$ cat src/rtl/sprom_pkg.sv
package sprom_pkg;

    typedef enum logic [2:0] {
        ST_IDLE,
        ST_CMD,
        ST_DATA,
        ST_READ,
        ST_STATUS,
        ST_HOLD
    } sprom_state_e;

    typedef enum logic [1:0] {
        PG_WORD,
        PG_ERASE,
        PG_ERALL,
        PG_WRALL
    } pg_kind_e;

endpackage

$ cat src/rtl/sprom_edge.sv
module sprom_edge (
    input  logic clk,
    input  logic rst_n,
    input  logic sck,
    output logic rise
);
    logic sck_d, sck_q;

    always_comb begin
        sck_d = sck;
        rise  = sck & ~sck_q;
    end

    always_ff @(posedge clk) begin
        if (!rst_n) sck_q <= 1'b0;
        else        sck_q <= sck_d;
    end
endmodule

$ cat src/rtl/sprom_timer.sv
module sprom_timer #(
    parameter int TMR_W = 7
) (
    input  logic             clk,
    input  logic             rst_n,
    input  logic             load,
    input  logic [TMR_W-1:0] val,
    output logic             busy
);
    logic [TMR_W-1:0] cnt_d, cnt_q;

    always_comb begin
        cnt_d = cnt_q;
        if (load)             cnt_d = val;
        else if (cnt_q != '0) cnt_d = cnt_q - 1'b1;
        busy = (cnt_q != '0);
    end

    always_ff @(posedge clk) begin
        if (!rst_n) cnt_q <= '0;
        else        cnt_q <= cnt_d;
    end
endmodule

$ cat src/rtl/sprom_array.sv
module sprom_array #(
    parameter int ADDR_W = 4,
    localparam int WORDS = 1 << ADDR_W,
    localparam int MEM_BITS = WORDS * 16
) (
    input  logic                 clk,
    input  logic                 rst_n,
    input  logic                 we,
    input  sprom_pkg::pg_kind_e  kind,
    input  logic                 x16,
    input  logic [ADDR_W:0]      waddr,
    input  logic [15:0]          wdata,
    input  logic [ADDR_W:0]      raddr,
    output logic [15:0]          rdata,
    output logic [MEM_BITS-1:0]  mem_flat
);
    import sprom_pkg::*;

    for (genvar g = 0; g < WORDS; g++) begin : g_word
        logic [15:0] word_d, word_q;
        logic        hit;

        always_comb begin
            hit    = x16 ? (waddr[ADDR_W-1:0] == ADDR_W'(g))
                         : (waddr[ADDR_W:1]   == ADDR_W'(g));
            word_d = word_q;
            if (we) begin
                unique case (kind)
                    PG_WORD:  if (hit) begin
                        if (x16)           word_d = wdata;
                        else if (waddr[0]) word_d = {wdata[7:0], word_q[7:0]};
                        else               word_d = {word_q[15:8], wdata[7:0]};
                    end
                    PG_ERASE: if (hit) begin
                        if (x16)           word_d = 16'hFFFF;
                        else if (waddr[0]) word_d = {8'hFF, word_q[7:0]};
                        else               word_d = {word_q[15:8], 8'hFF};
                    end
                    PG_ERALL: word_d = 16'hFFFF;
                    PG_WRALL: word_d = x16 ? wdata : {wdata[7:0], wdata[7:0]};
                    default:  word_d = word_q;
                endcase
            end
        end

        always_ff @(posedge clk) begin
            if (!rst_n) word_q <= 16'hFFFF;
            else        word_q <= word_d;
        end

        assign mem_flat[g*16 +: 16] = word_q;
    end

    logic [15:0] sel_w;
    always_comb begin
        if (x16) begin
            sel_w = mem_flat[raddr[ADDR_W-1:0]*16 +: 16];
            rdata = sel_w;
        end else begin
            sel_w = mem_flat[raddr[ADDR_W:1]*16 +: 16];
            rdata = {8'h00, raddr[0] ? sel_w[15:8] : sel_w[7:0]};
        end
    end
endmodule

$ cat src/rtl/sprom_slave.sv
module sprom_slave #(
    parameter int ADDR_W   = 4,
    parameter int PROG_CYC = 40,
    parameter int ERAL_CYC = 60,
    parameter int WRAL_CYC = 120
) (
    input  logic clk,
    input  logic rst_n,
    input  logic cs,
    input  logic sck,
    input  logic di,
    input  logic org_x16,
    input  logic prog_en,
    output logic dout,
    output logic dout_oe
);
    import sprom_pkg::*;

    localparam int AW8      = ADDR_W + 1;
    localparam int CMD_W    = AW8 + 2;
    localparam int MAXB     = (CMD_W > 16) ? CMD_W : 16;
    localparam int BC_W     = $clog2(MAXB + 1);
    localparam int TMR_W    = $clog2(WRAL_CYC + 1);
    localparam int MEM_BITS = 16 * (1 << ADDR_W);

    typedef struct packed {
        sprom_state_e      st;
        logic [BC_W-1:0]   bc;
        logic [CMD_W-1:0]  sr;
        logic [AW8-1:0]    addr;
        logic [15:0]       wd;
        logic [15:0]       osh;
        logic              dout;
        logic              wen;
        pg_kind_e          pk;
    } regs_t;

    regs_t r_d, r_q;

    logic                rise, busy, wr_go, tmr_load, in_read;
    logic [TMR_W-1:0]    tmr_val;
    pg_kind_e            pg_kind;
    logic [AW8-1:0]      pg_addr, adr_c, addr_inc, rd_a;
    logic [15:0]         pg_data, rd_w, just_w;
    logic [CMD_W-1:0]    sr_nx;
    logic [1:0]          opc_c, qual_c;
    logic [BC_W-1:0]     last_cmd, dw;
    logic [MEM_BITS-1:0] mem_flat;

    sprom_edge u_edge (.clk(clk), .rst_n(rst_n), .sck(sck), .rise(rise));

    sprom_timer #(.TMR_W(TMR_W)) u_timer (
        .clk(clk), .rst_n(rst_n), .load(tmr_load), .val(tmr_val), .busy(busy)
    );

    sprom_array #(.ADDR_W(ADDR_W)) u_array (
        .clk(clk), .rst_n(rst_n), .we(wr_go), .kind(pg_kind), .x16(org_x16),
        .waddr(pg_addr), .wdata(pg_data), .raddr(rd_a), .rdata(rd_w),
        .mem_flat(mem_flat)
    );

    // Frame field extraction and read address selection
    always_comb begin
        sr_nx    = {r_q.sr[CMD_W-2:0], di};
        adr_c    = org_x16 ? {1'b0, sr_nx[ADDR_W-1:0]} : sr_nx[AW8-1:0];
        opc_c    = org_x16 ? sr_nx[ADDR_W+1:ADDR_W] : sr_nx[AW8+1:AW8];
        qual_c   = org_x16 ? sr_nx[ADDR_W-1:ADDR_W-2] : sr_nx[AW8-1:AW8-2];
        last_cmd = org_x16 ? BC_W'(ADDR_W + 1) : BC_W'(AW8 + 1);
        dw       = org_x16 ? BC_W'(16) : BC_W'(8);
        addr_inc = org_x16 ? {1'b0, r_q.addr[ADDR_W-1:0] + 1'b1} : r_q.addr + 1'b1;
        rd_a     = (r_q.st == ST_CMD) ? adr_c : addr_inc;
        just_w   = org_x16 ? rd_w : {rd_w[7:0], 8'h00};
    end

    // Next-state logic
    always_comb begin
        logic     go;
        pg_kind_e gk;
        logic [15:0] wd_nx;
        r_d      = r_q;
        go       = 1'b0;
        gk       = PG_WORD;
        wd_nx    = {r_q.wd[14:0], di};
        wr_go    = 1'b0;
        tmr_load = 1'b0;
        tmr_val  = '0;
        pg_kind  = r_q.pk;
        pg_addr  = r_q.addr;
        pg_data  = r_q.wd;

        if (!cs) begin
            r_d.st = ST_IDLE;
        end else if (rise) begin
            unique case (r_q.st)
                ST_IDLE, ST_STATUS: if (di && !busy) begin
                    r_d.st = ST_CMD;
                    r_d.bc = '0;
                    r_d.sr = '0;
                end
                ST_CMD: begin
                    r_d.sr = sr_nx;
                    r_d.bc = r_q.bc + 1'b1;
                    if (r_q.bc == last_cmd) begin
                        r_d.addr = adr_c;
                        r_d.bc   = '0;
                        r_d.wd   = '0;
                        unique case (opc_c)
                            2'b10: begin
                                r_d.st   = ST_READ;
                                r_d.osh  = just_w;
                                r_d.bc   = dw;
                                r_d.dout = 1'b0;
                            end
                            2'b01: begin r_d.st = ST_DATA; r_d.pk = PG_WORD; end
                            2'b11: begin go = 1'b1; gk = PG_ERASE; pg_addr = adr_c; end
                            default: unique case (qual_c)
                                2'b11:   begin r_d.wen = 1'b1; r_d.st = ST_HOLD; end
                                2'b00:   begin r_d.wen = 1'b0; r_d.st = ST_HOLD; end
                                2'b10:   begin go = 1'b1; gk = PG_ERALL; end
                                default: begin r_d.st = ST_DATA; r_d.pk = PG_WRALL; end
                            endcase
                        endcase
                    end
                end
                ST_DATA: begin
                    r_d.wd = wd_nx;
                    r_d.bc = r_q.bc + 1'b1;
                    if (r_q.bc == dw - 1'b1) begin
                        go      = 1'b1;
                        gk      = r_q.pk;
                        pg_data = wd_nx;
                    end
                end
                ST_READ: begin
                    if (r_q.bc == '0) begin
                        r_d.dout = just_w[15];
                        r_d.osh  = {just_w[14:0], 1'b0};
                        r_d.bc   = dw - 1'b1;
                        r_d.addr = addr_inc;
                    end else begin
                        r_d.dout = r_q.osh[15];
                        r_d.osh  = {r_q.osh[14:0], 1'b0};
                        r_d.bc   = r_q.bc - 1'b1;
                    end
                end
                default: r_d = r_q;
            endcase
        end

        if (go) begin
            r_d.st  = ST_STATUS;
            pg_kind = gk;
            if (r_q.wen && prog_en) begin
                wr_go    = 1'b1;
                tmr_load = 1'b1;
                unique case (gk)
                    PG_ERALL: tmr_val = TMR_W'(ERAL_CYC);
                    PG_WRALL: tmr_val = TMR_W'(WRAL_CYC);
                    default:  tmr_val = TMR_W'(PROG_CYC);
                endcase
            end
        end
    end

    always_ff @(posedge clk) begin
        if (!rst_n) begin
            r_q      <= '0;
            r_q.st   <= ST_IDLE;
            r_q.pk   <= PG_WORD;
        end else begin
            r_q <= r_d;
        end
    end

    always_comb begin
        in_read = (r_q.st == ST_READ);
        dout_oe = cs && (in_read || r_q.st == ST_STATUS || (r_q.st == ST_IDLE && busy));
        dout    = in_read ? r_q.dout : ~busy;
    end
endmodule

$ cat config.mk
export PLATFORM = sky130hd
export DESIGN_NAME = sprom_slave
export DESIGN_NICKNAME = d
export VERILOG_FILES = /design/src/rtl/sprom_pkg.sv /design/src/rtl/sprom_edge.sv /design/src/rtl/sprom_timer.sv /design/src/rtl/sprom_array.sv /design/src/rtl/sprom_slave.sv
export SDC_FILE = /design/constraint.sdc
export NUM_CORES = 1
export LEC_CHECK = 0
export BUFFER_PORTS_ARGS = -buffer_cell sky130_fd_sc_hd__buf_4
export CAP_MARGIN = 0
export CORE_UTILIZATION = 40
export DETAILED_ROUTE_END_ITERATION = 12
export GPL_TIMING_DRIVEN = 0
export SLEW_MARGIN = 20
export SYNTH_ARGS = -nofsm -noshare
export SYNTH_HDL_FRONTEND = slang
export SYNTH_HIERARCHICAL = 1
export SYNTH_SLANG_ARGS = --single-unit
$ cat constraint.sdc
create_clock -name clk -period 7.6 [get_ports clk]
set_clock_uncertainty 0.15 [all_clocks]
set_input_delay 1.14 -clock clk [delete_from_list [all_inputs] [get_ports clk]]
set_output_delay 1.14 -clock clk [all_outputs]
set_load 0.03 [all_outputs]
==> flow_summary.json, run 1 <==
{
  "run_status": "finished clean",
  "synth_area_sq_um": 18400,
  "final_nets": 1919,
  "dieArea_sq_um": 46800,
  "p_int_w": 0.00291,
  "cp-start-kind": "input pin",
  "synth_ff_type": "dfxtp_1",
  "syn2layout_area_growth_pct": 11.3,
  "path_class": "in -> reg",
  "ios": 9,
  "wl_um": 73800,
  "final_max_slew_viol_count": 0,
  "ys_async_sr_fraction_pct": 0,
  "power_per_cell_area_nw_per_um2": 191,
  "numCtsBuffers": 37,
  "synth_top_family_by_area": "compound AO/OA/AOI/OAI gates",
  "period_needed_ps": 6180,
  "yosys.area_share.simple_pct": 11.2,
  "crit_family": "buffers and inverters",
  "clockBufferDepth": 3,
  "path_clk_slew_ps": 60,
  "crit_path_max_fanout": 10,
  "ys.warnings.count": 6,
  "setup_viol": 0,
  "nFillCells": 4354,
  "worstPathCellList": "buf_4, buf_2, clkbuf_1, clkbuf_1, mux2i_1, inv_1, ha_1, mux2i_1, a2111oi_2, o21ai_2, nand2_1, o21ai_0, buf_6, buf_2, nand2_1, o22ai_1, clkbuf_1, o211ai_1",
  "crit_path_top_delay_cell": "o22ai_1",
  "htree_levels": 2,
  "synth_fa_ha_area_share_pct": 0.818,
  "drv_cap": 0,
  "drcViolationCount": 0,
  "combPwrFrac_pct": 9.1,
  "p_clk_share_pct": 47.2,
  "synthCells": 1852,
  "synth_cell_types": 88,
  "diodes": 0,
  "p_sw_share_pct": 25.4,
  "vias": 16700,
  "grt_pass1_wl_um": 108000,
  "cts_tree": "yes",
  "grt_pass1_vias": 15900,
  "core_area_sq_um": 45300,
  "critical_path_arrival_ps": 6420,
  "wl_per_cell_um": 29.3,
  "synth_top_area_cell": "dfxtp_1",
  "gp_congestion": 1.03,
  "whs_ps": 326,
  "rsz0062_at_grt": "false",
  "clock_sinks": 318,
  "first_pass_iters": 5,
  "placed_area_sq_um": 19200,
  "start_util_pct": 40.5,
  "path_buf_inv": 8,
  "hp-class": "reg -> reg",
  "avgViaCountPerCell": 6.62,
  "synth_seq_area_share_pct": 34.7,
  "drive_above_1_share_pct": 21.6,
  "yosys-mux-area-fraction_pct": 19.6,
  "synth_xor_xnor_area_share_pct": 0.770,
  "clock_latency_ps": 570,
  "synth_compound_area_share_pct": 26.0,
  "relSlewSlack_pct": 19.0,
  "portBuffers": 8,
  "cts-resized-gates": 0,
  "grt-ovfl-total": 0,
  "die_x_um": 216,
  "cts_setup_buffers": 0,
  "finalInstanceArea_sq_um": 20400,
  "path_common_cell": "clkbuf_1",
  "grt_antenna_before_repair": 2,
  "synth_seq_cells": 318,
  "grt_usage_pct": 31.2,
  "row_count": 78,
  "yosysTopAreaCellShare_pct": 34.7,
  "worst_pin_slew_ps": 1210,
  "synth_area_leaders": "dfxtp_1, mux4_2, mux2i_1",
  "dp_hpwl_um": 54100,
  "root_buffer": "clkbuf_16",
  "synth-edff-count": 0,
  "worstPathRequired_ps": 7830,
  "ant_nets": 0,
  "fin_crit_sh_pct": 81.4,
  "grt_start_max_net_pins": 13,
  "ir_worst_vdd_v": 0.000156,
  "switchingPower_w": 0.000991,
  "endpoint_kind": "flip-flop",
  "drtIter0Drc": 2303,
  "setup_tns_ps": 0,
  "critPathMaxStageDelay_ps": 850,
  "leakage_nw": 7.96,
  "p_seq_share_pct": 43.6,
  "ctsHoldBuffers": 0,
  "fmax_mhz": 162,
  "syn_avg_cell_area_sq_um": 9.91,
  "hold_viol": 0,
  "die_h_um": 216
}
power groups by stage:
stage / Combinational [W] / Sequential [W] / Clock [W]
2_1_floorplan: 0.000237 / 0.00173 / 0
3_3_place_gp: 0.000340 / 0.00174 / 0
3_5_place_dp: 0.000346 / 0.00174 / 0
4_1_cts: 0.000347 / 0.00170 / 0.00186
5_1_grt: 0.000377 / 0.00170 / 0.00192
6_report: 0.000356 / 0.00170 / 0.00184
per-layer routing:
metal | part of all wire [%] | vias up | track usage [%]
li1 | - | 7183 | -
met3 | 11 | 254 | 7.96
met4 | 6.0 | 2 | 17.3
met2 | 42 | 1074 | 45.2
met5 | 0.015 | - | 0
met1 | 41 | 8178 | 42.3
final cells by class:
class                           count  area [sq um]  share of cell area, %
Tap cell                          600           751                   3.67
Clock buffer                       56          1140                   5.58
Multi-Input combinational cell   1327         10800                   52.7
Timing Repair Buffer                8          60.1                  0.294
Clock inverter                      5          78.8                  0.386
Buffer                            191          1200                   5.89
Sequential cell                   318          6370                   31.2
Inverter                           17          63.8                  0.312
final timing paths:
kind | start | to | slack [ps] | depth (start not counted)
worst max-delay path | org_x16 | u_array/g_word[7].word_q[5]$_SDFFE_PN1P_ | 1420 | 18
worst min-delay path | r_q[4]$_SDFFE_PN0P_ | r_q[4]$_SDFFE_PN0P_ | 330 | 2
worst max register to register | r_q[53]$_SDFFE_PP0P_ | r_q[3]$_SDFFE_PN0P_ | 2280 | 17
worst min register to register | r_q[4]$_SDFFE_PN0P_ | r_q[4]$_SDFFE_PN0P_ | 330 | 2
cells in the mapped netlist, types with 7 or more instances:
| library cell | count |
|---|---|
| a211oi_1 | 11 |
| a211oi_2 | 7 |
| a21oi_1 | 70 |
| a221oi_1 | 16 |
| a22o_1 | 16 |
| a22oi_1 | 54 |
| and2_1 | 11 |
| buf_1 | 9 |
| buf_2 | 34 |
| buf_4 | 21 |
| buf_6 | 44 |
| clkbuf_1 | 77 |
| dfxtp_1 | 318 |
| ha_1 | 12 |
| inv_1 | 17 |
| mux2_2 | 28 |
| mux2i_1 | 146 |
| mux4_2 | 80 |
| nand2_1 | 248 |
| nand2b_1 | 8 |
| nand3_1 | 22 |
| nand3b_1 | 9 |
| nor2_1 | 71 |
| nor2b_1 | 15 |
| nor3_1 | 10 |
| o211ai_1 | 153 |
| o211ai_2 | 59 |
| o21ai_0 | 74 |
| o21ai_2 | 24 |
| o22ai_1 | 11 |
| o311ai_0 | 26 |
| o311ai_1 | 21 |
| or3b_4 | 7 |
| xnor2_1 | 10 |
sequential cells by signal (all words and copies together), names as in the netlist:
signal and count:
u_array/g_word.word_q 256, r_q 54, u_timer/cnt_q 7, u_edge/sck_q 1
worst min-delay path, cell delays in order (launching register included):
cell and delay [ps]:
dfxtp_1 310, nand2b_1 60, a21oi_1 50
through the flow:
| step | worst slack (ps) | power (W) | utilization, % | cells |
|---|---|---|---|---|
| floorplan | 2790 | 0.00197 | - | 1853 |
| global placement | 642 | 0.00208 | 42.3 | 2461 |
| detailed placement | 930 | 0.00208 | 42.4 | 2461 |
| CTS | 1500 | 0.00391 | 45.1 | 2522 |
| global route | 1090 | 0.00400 | 45.1 | 2522 |
| finish | 1420 | 0.00390 | 45.1 | 2522 |
logic make-up (layout without fill, tap and decap cells):
| family | Yosys count | after routing |
|---|---|---|
| AO/OA/AOI/OAI | 602 | 602 |
| XOR/XNOR | 14 | 14 |
| adder cells (fa/ha/maj) | 12 | 12 |
| buffers and inverters | 208 | 277 |
| flip-flops | 318 | 318 |
| multiplexers | 255 | 255 |
| other | 1 | 2 |
| AND/OR/NAND/NOR | 442 | 442 |
cells in the final DEF, fill, tap and decap left out, types with 7 or more instances in the layout:
| master | n |
|---|---|
| inv_1 | 17 |
| o211ai_2 | 59 |
| nand2b_1 | 8 |
| buf_6 | 44 |
| xnor2_1 | 10 |
| clkbuf_16 | 39 |
| buf_1 | 9 |
| buf_4 | 29 |
| dfxtp_1 | 318 |
| mux4_2 | 80 |
| mux2i_1 | 146 |
| nand2_1 | 248 |
| a22oi_1 | 54 |
| ha_1 | 12 |
| a221oi_1 | 16 |
| o211ai_1 | 153 |
| nor3_1 | 10 |
| or3b_4 | 7 |
| mux2_2 | 28 |
| buf_2 | 34 |
| a22o_1 | 16 |
| o311ai_0 | 26 |
| nand3_1 | 22 |
| nand3b_1 | 9 |
| clkbuf_8 | 10 |
| o311ai_1 | 21 |
| a211oi_2 | 10 |
| a211oi_1 | 8 |
| o21ai_0 | 72 |
| o21ai_2 | 24 |
| nor2b_1 | 15 |
| clkbuf_1 | 82 |
| o22ai_1 | 11 |
| o41ai_2 | 7 |
| nor2_1 | 71 |
| a21oi_1 | 70 |
| and2_1 | 11 |
Power figures use the tool's default switching activity.
==> run 2: changes to the inputs <==
--- a/config.mk
+++ b/config.mk
@@ -5,6 +5,7 @@
 export SDC_FILE = /design/constraint.sdc
 export NUM_CORES = 1
 export LEC_CHECK = 0
+export ABC_AREA = 1
 export BUFFER_PORTS_ARGS = -buffer_cell sky130_fd_sc_hd__buf_4
 export CAP_MARGIN = 0
 export CORE_UTILIZATION = 40
==> constraint.sdc (replaced) <==
create_clock -name clk -period 5.9 [get_ports clk]
set_clock_uncertainty 0.15 [all_clocks]
set_input_delay 0.885 -clock clk [delete_from_list [all_inputs] [get_ports clk]]
set_output_delay 0.885 -clock clk [all_outputs]
set_load 0.03 [all_outputs]
==> flow_summary.json, run 2 <==
{
  "synth.most_common_cell": "nand2_1",
  "ys.warnings.count": 6,
  "relSlewSlack_pct": 27.6,
  "drtIter0Drc": 2251,
  "cts-resized-gates": 0,
  "whs_ps": 306,
  "avgViaCountPerCell": 5.84,
  "fin_crit_sh_pct": 89.0,
  "gp_congestion": 1.01,
  "synth-edff-count": 0,
  "wl_per_cell_um": 24.1,
  "power_w": 0.00512,
  "p_int_w": 0.00377,
  "dp_hpwl_um": 63300,
  "path_class": "in -> reg",
  "ctsHoldBuffers": 0,
  "endpoint_kind": "flip-flop",
  "largest_register_ffs": 256,
  "dieArea_sq_um": 46700,
  "fmax_mhz": 190,
  "placed_area_sq_um": 19100,
  "setup_tns_ps": 0,
  "syn2layout_area_growth_pct": 11.6,
  "synth_seq_cells": 318,
  "vias": 20400,
  "reg_top3": "u_array/g_word.word_q (256), r_q (54), u_timer/cnt_q (7)",
  "start_util_pct": 40.5,
  "synth_area_leaders": "dfxtp_1, nand2_1, nand3_1",
  "synth_top_area_cell": "dfxtp_1",
  "core_area_sq_um": 45300,
  "first_pass_iters": 5,
  "register_area_sq_um": 6370,
  "synthCells": 2820,
  "mostFrequentLayoutCells": "nand2_1, nand3_1, dfxtp_1, nor2_1, o211ai_1",
  "cts_setup_buffers": 0,
  "ant_nets": 0,
  "run_status": "finished clean",
  "hp-class": "reg -> reg",
  "synth_seq_area_share_pct": 34.7,
  "grt_pass1_wl_um": 123000,
  "synth_cell_types": 43,
  "die_x_um": 216,
  "finalInstanceArea_sq_um": 20400,
  "dp_slack_ps": 166,
  "drcViolationCount": 0,
  "grt_usage_pct": 35.5,
  "rsz0062_at_grt": "false",
  "syn_avg_cell_area_sq_um": 6.50,
  "root_buffer": "clkbuf_16",
  "die_h_um": 216,
  "worst_pin_slew_ps": 1090,
  "leakage_nw": 9.68,
  "clock_sinks": 318,
  "nFillCells": 4853,
  "crit_start": "org_x16",
  "ios": 9,
  "synth_area_sq_um": 18300,
  "clockBufferDepth": 3,
  "ys_async_sr_fraction_pct": 0,
  "combPwrFrac_pct": 8.8,
  "power_per_cell_area_nw_per_um2": 250,
  "final_max_slew_viol_count": 0,
  "multi_input_area_sq_um": 10600,
  "p_sw_share_pct": 26.3,
  "critical_path_arrival_ps": 5540,
  "htree_levels": 2,
  "cp-start-kind": "input pin",
  "portBuffers": 8,
  "yosysTopAreaCellShare_pct": 34.7,
  "setup_viol": 0,
  "period_needed_ps": 5250,
  "p_seq_share_pct": 42.7,
  "final_nets": 2889,
  "crit_path_max_fanout": 10,
  "grt_antenna_before_repair": 3,
  "grt_start_max_net_pins": 13,
  "ir_worst_vdd_v": 0.000215,
  "hold_viol": 0,
  "row_count": 78,
  "wl_um": 84400,
  "worstHoldStart": "r_q[2]$_SDFFE_PN0P_",
  "drive_above_1_share_pct": 9.18,
  "layout_commonest_cell": "nand2_1",
  "clock_latency_ps": 580,
  "synth_ff_type": "dfxtp_1",
  "p_clk_share_pct": 48.5,
  "r2r_start": "r_q[55]$_SDFFE_PN0P_",
  "grt-ovfl-total": 0,
  "cts_tree": "yes",
  "numCtsBuffers": 39,
  "drv_cap": 0,
  "timing.final.ws_setup_ps": 651,
  "grt_pass1_vias": 18700,
  "path_clk_slew_ps": 70,
  "ys_top_cells_by_count": "nand2_1, nand3_1, dfxtp_1",
  "worstPathRequired_ps": 6190,
  "switchingPower_w": 0.00134,
  "top_register": "u_array/g_word.word_q"
}
-- run 2: changes by cell type after synthesis, sizes merged, moves of 80 or more --
| cell | previous run | this run |
|---|---|---|
| inv | 17 | 114 |
| mux2i | 147 | 7 |
| mux4 | 80 | 0 |
| nand2 | 248 | 957 |
| nand3 | 22 | 391 |
| nor2 | 72 | 284 |
| o21ai | 104 | 225 |
-- run 2: power by group through the flow --
stage	registers [W]	logic, W	clock network (W)
after floorplan	0.00223	0.000300	0
after global placement	0.00223	0.000438	0
after detailed placement	0.00223	0.000444	0
after CTS	0.00219	0.000445	0.00251
after global routing	0.00219	0.000486	0.00260
final	0.00219	0.000448	0.00248
-- run 2: critical path, stage by stage --
cell      delay (ps)
buf_4            110
buf_2            200
buf_2            310
clkbuf_1         390
o21ai_0          250
inv_1            130
ha_1             260
nand3_1          170
o21ai_0          230
inv_1            130
o21ai_0          490
xor2_4           270
o21ai_2          890
inv_1            510
nand2_1          200
nand3_1           90
-- run 2: cell type report --
class                      instances  share of cell area, %
antenna                            1                 0.0122
buffer                           182                   4.20
clock buffer                      57                   5.59
clock inverter                    13                  0.771
inverter                         119                   2.25
multi-input combinational       2202                   52.1
sequential                       318                   31.1
tap                              600                   3.67
timing repair buffer               8                  0.294
-- run 2: path summary, 6_finish.rpt --
check,to,slack (ps),cells after the start
hold / removal,r_q[2]$_SDFFE_PN0P_,310,2
hold reg to reg,r_q[2]$_SDFFE_PN0P_,310,2
setup / recovery,u_array/g_word[14].word_q[11]$_SDFFE_PN1P_,650,16
setup reg to reg,r_q[15]$_SDFFE_PN0P_,810,20
-- run 2: cell families after synthesis --
family / Yosys count / share of synthesized area [%]
buf+inv: 301 / 7.20
mux: 22 / 1.47
xor+xnor: 6 / 0.389
flops: 318 / 34.7
compound gates: 506 / 17.2
fa+ha+maj: 12 / 0.819
other cells: 1 / 0.0205
simple gates: 1654 / 38.2
-- run 2: through the flow --
stage / util [%] / instances
after floorplan: - / 2821
after global placement: 42.3 / 3429
after detailed placement: 42.3 / 3429
after CTS: 45.1 / 3499
after global routing: 45.1 / 3499
final: 45.2 / 3500
-- run 2: layer usage --
layer / vias to the layer above / share of wire, % / GRT usage, %
li1: 9541 / - / -
met1: 9659 / 43 / 48.1
met2: 1021 / 43 / 54.9
met3: 221 / 9.0 / 7.13
met4: 2 / 4.4 / 14.8
met5: - / 0.015 / 0
==> run 3: changes to the inputs <==
--- a/config.mk
+++ b/config.mk
@@ -8,6 +8,7 @@
 export ABC_AREA = 1
 export BUFFER_PORTS_ARGS = -buffer_cell sky130_fd_sc_hd__buf_4
 export CAP_MARGIN = 0
+export CORE_MARGIN = 8
 export CORE_UTILIZATION = 40
 export DETAILED_ROUTE_END_ITERATION = 12
 export GPL_TIMING_DRIVEN = 0
==> flow_summary.json, run 3 (synthesized netlist as in run 2, its figures left out) <==
{
  "final_nets": 2889,
  "start_util_pct": 40.5,
  "p_clk_share_pct": 49.3,
  "crit_path_max_fanout": 10,
  "wl_met3_um": 8650,
  "drtIter0Drc": 2546,
  "whs_ps": 305,
  "root_buffer": "clkbuf_16",
  "die_h_um": 230,
  "first_pass_iters": 9,
  "grt-ovfl-total": 0,
  "timing.rr.end": "r_q[16]$_SDFFE_PN0P_",
  "top_layer": "met4",
  "setup_viol": 0,
  "path_clk_slew_ps": 60,
  "avgViaCountPerCell": 5.85,
  "cts_tree": "yes",
  "wl_met2_um": 35400,
  "htree_levels": 2,
  "relSlewSlack_pct": 22.5,
  "final_max_slew_viol_count": 0,
  "r2r_setup_slack_ps": 1130,
  "gp_congestion": 1.04,
  "drive_above_1_share_pct": 9.38,
  "crit_start": "org_x16",
  "wl_per_cell_um": 23.9,
  "period_needed_ps": 5160,
  "fmax_mhz": 194,
  "ctsHoldBuffers": 0,
  "grt_pass1_wl_um": 123000,
  "p_seq_share_pct": 42.2,
  "cts-resized-gates": 0,
  "numCtsBuffers": 39,
  "syn2layout_area_growth_pct": 11.9,
  "cp-start-kind": "input pin",
  "row_count": 78,
  "wl_met1_um": 36000,
  "worst_pin_slew_ps": 1160,
  "grt_usage_pct": 30.6,
  "hold_viol": 0,
  "p_int_w": 0.00383,
  "top_register": "u_array/g_word.word_q",
  "rsz0062_at_grt": "false",
  "ant_nets": 0,
  "p_sw_share_pct": 26.0,
  "layout_commonest_cell": "nand2_1",
  "ios": 9,
  "cts_setup_buffers": 0,
  "setup_tns_ps": 0,
  "power_per_cell_area_nw_per_um2": 252,
  "r2r_start": "r_q[55]$_SDFFE_PN0P_",
  "leakage_nw": 9.70,
  "combPwrFrac_pct": 8.6,
  "dieArea_sq_um": 52900,
  "die_x_um": 230,
  "crit_end": "u_array/g_word[10].word_q[9]$_SDFFE_PN1P_",
  "reg_top3": "u_array/g_word.word_q (256), r_q (54), u_timer/cnt_q (7)",
  "fin_crit_sh_pct": 87.4,
  "worstPathRequired_ps": 6160,
  "clockBufferDepth": 3,
  "vias": 20500,
  "switchingPower_w": 0.00135,
  "endpoint_kind": "flip-flop",
  "clock_latency_ps": 560,
  "grt_pass1_vias": 18800,
  "mostFrequentLayoutCells": "nand2_1, nand3_1, dfxtp_1, nor2_1, o211ai_1",
  "grt_antenna_before_repair": 3,
  "core_area_sq_um": 45300,
  "run_status": "finished clean",
  "critical_path_arrival_ps": 5410,
  "dp_hpwl_um": 63200,
  "portBuffers": 8,
  "ir_worst_vdd_v": 0.000212,
  "grt_start_max_net_pins": 14,
  "path_class": "in -> reg",
  "drv_cap": 0,
  "largest_register_ffs": 256,
  "clock_sinks": 318,
  "reg2reg_depth": 18,
  "hp-class": "reg -> reg",
  "wl_um": 83700,
  "drcViolationCount": 0
}
==> run 3: area by class of cell <==
class / instances / area [sq um]
multi-input cells: 2202 / 10600
diodes: 3 / 7.51
fillers: 4804 / 24800
plain buffers: 182 / 860
clock inverters: 20 / 231
flip-flops and latches: 318 / 6370
repair buffers: 8 / 60.1
inverters: 119 / 459
clock buffers: 51 / 1130
well taps: 600 / 751
==> run 3: per-stage QoR <==
step	std cells	setup slack (ps)	cell area [sq um]	utilization [%]	total power, W
2_1_floorplan	2821	1800	18300	-	0.00253
3_3_place_gp	3429	325	19100	42.3	0.00267
3_5_place_dp	3429	316	19100	42.3	0.00267
4_1_cts	3500	876	20500	45.3	0.00521
5_1_grt	3500	532	20500	45.3	0.00534
6_report	3503	743	20500	45.3	0.00518
==> run 3: how the worst min path moves through the flow <==
| stage | start | to | depth (start not counted) |
|---|---|---|---|
| after detailed placement | r_q[3]$_SDFFE_PN0P_ | r_q[3]$_SDFFE_PN0P_ | 2 |
| after global routing | r_q[3]$_SDFFE_PN0P_ | r_q[3]$_SDFFE_PN0P_ | 2 |
| after CTS | r_q[3]$_SDFFE_PN0P_ | r_q[3]$_SDFFE_PN0P_ | 2 |
| after global placement | r_q[3]$_SDFFE_PN0P_ | r_q[3]$_SDFFE_PN0P_ | 2 |
| final | r_q[3]$_SDFFE_PN0P_ | r_q[3]$_SDFFE_PN0P_ | 2 |
| after floorplan | r_q[2]$_SDFFE_PN0P_ | r_q[2]$_SDFFE_PN0P_ | 2 |
==> run 3: power groups by stage <==
| stage | Clock, W | Sequential, W | Combinational (W) |
|---|---|---|---|
| after detailed placement | 0 | 0.00223 | 0.000436 |
| after floorplan | 0 | 0.00223 | 0.000300 |
| after global placement | 0 | 0.00223 | 0.000434 |
| final | 0.00255 | 0.00218 | 0.000443 |
| after CTS | 0.00259 | 0.00218 | 0.000437 |
| after global routing | 0.00267 | 0.00219 | 0.000490 |
==> run 3: layer usage <==
layer	global-route usage, %	up-vias
li1	-	9547
met1	41.6	9633
met2	45.8	1119
met3	7.24	203
met4	13.0	0
met5	0	-
==> run 3: worst max-delay path: stages <==
cell	delay [ps]
buf_4	110
buf_2	200
buf_2	310
clkbuf_1	360
o21ai_0	230
inv_1	130
ha_1	260
inv_1	60
o21ai_0	140
nand3_1	100
nand2_1	90
nand2_2	100
o21ai_0	510
xor2_4	270
o21ai_2	860
inv_1	500
nand2_1	190
nand3_1	90
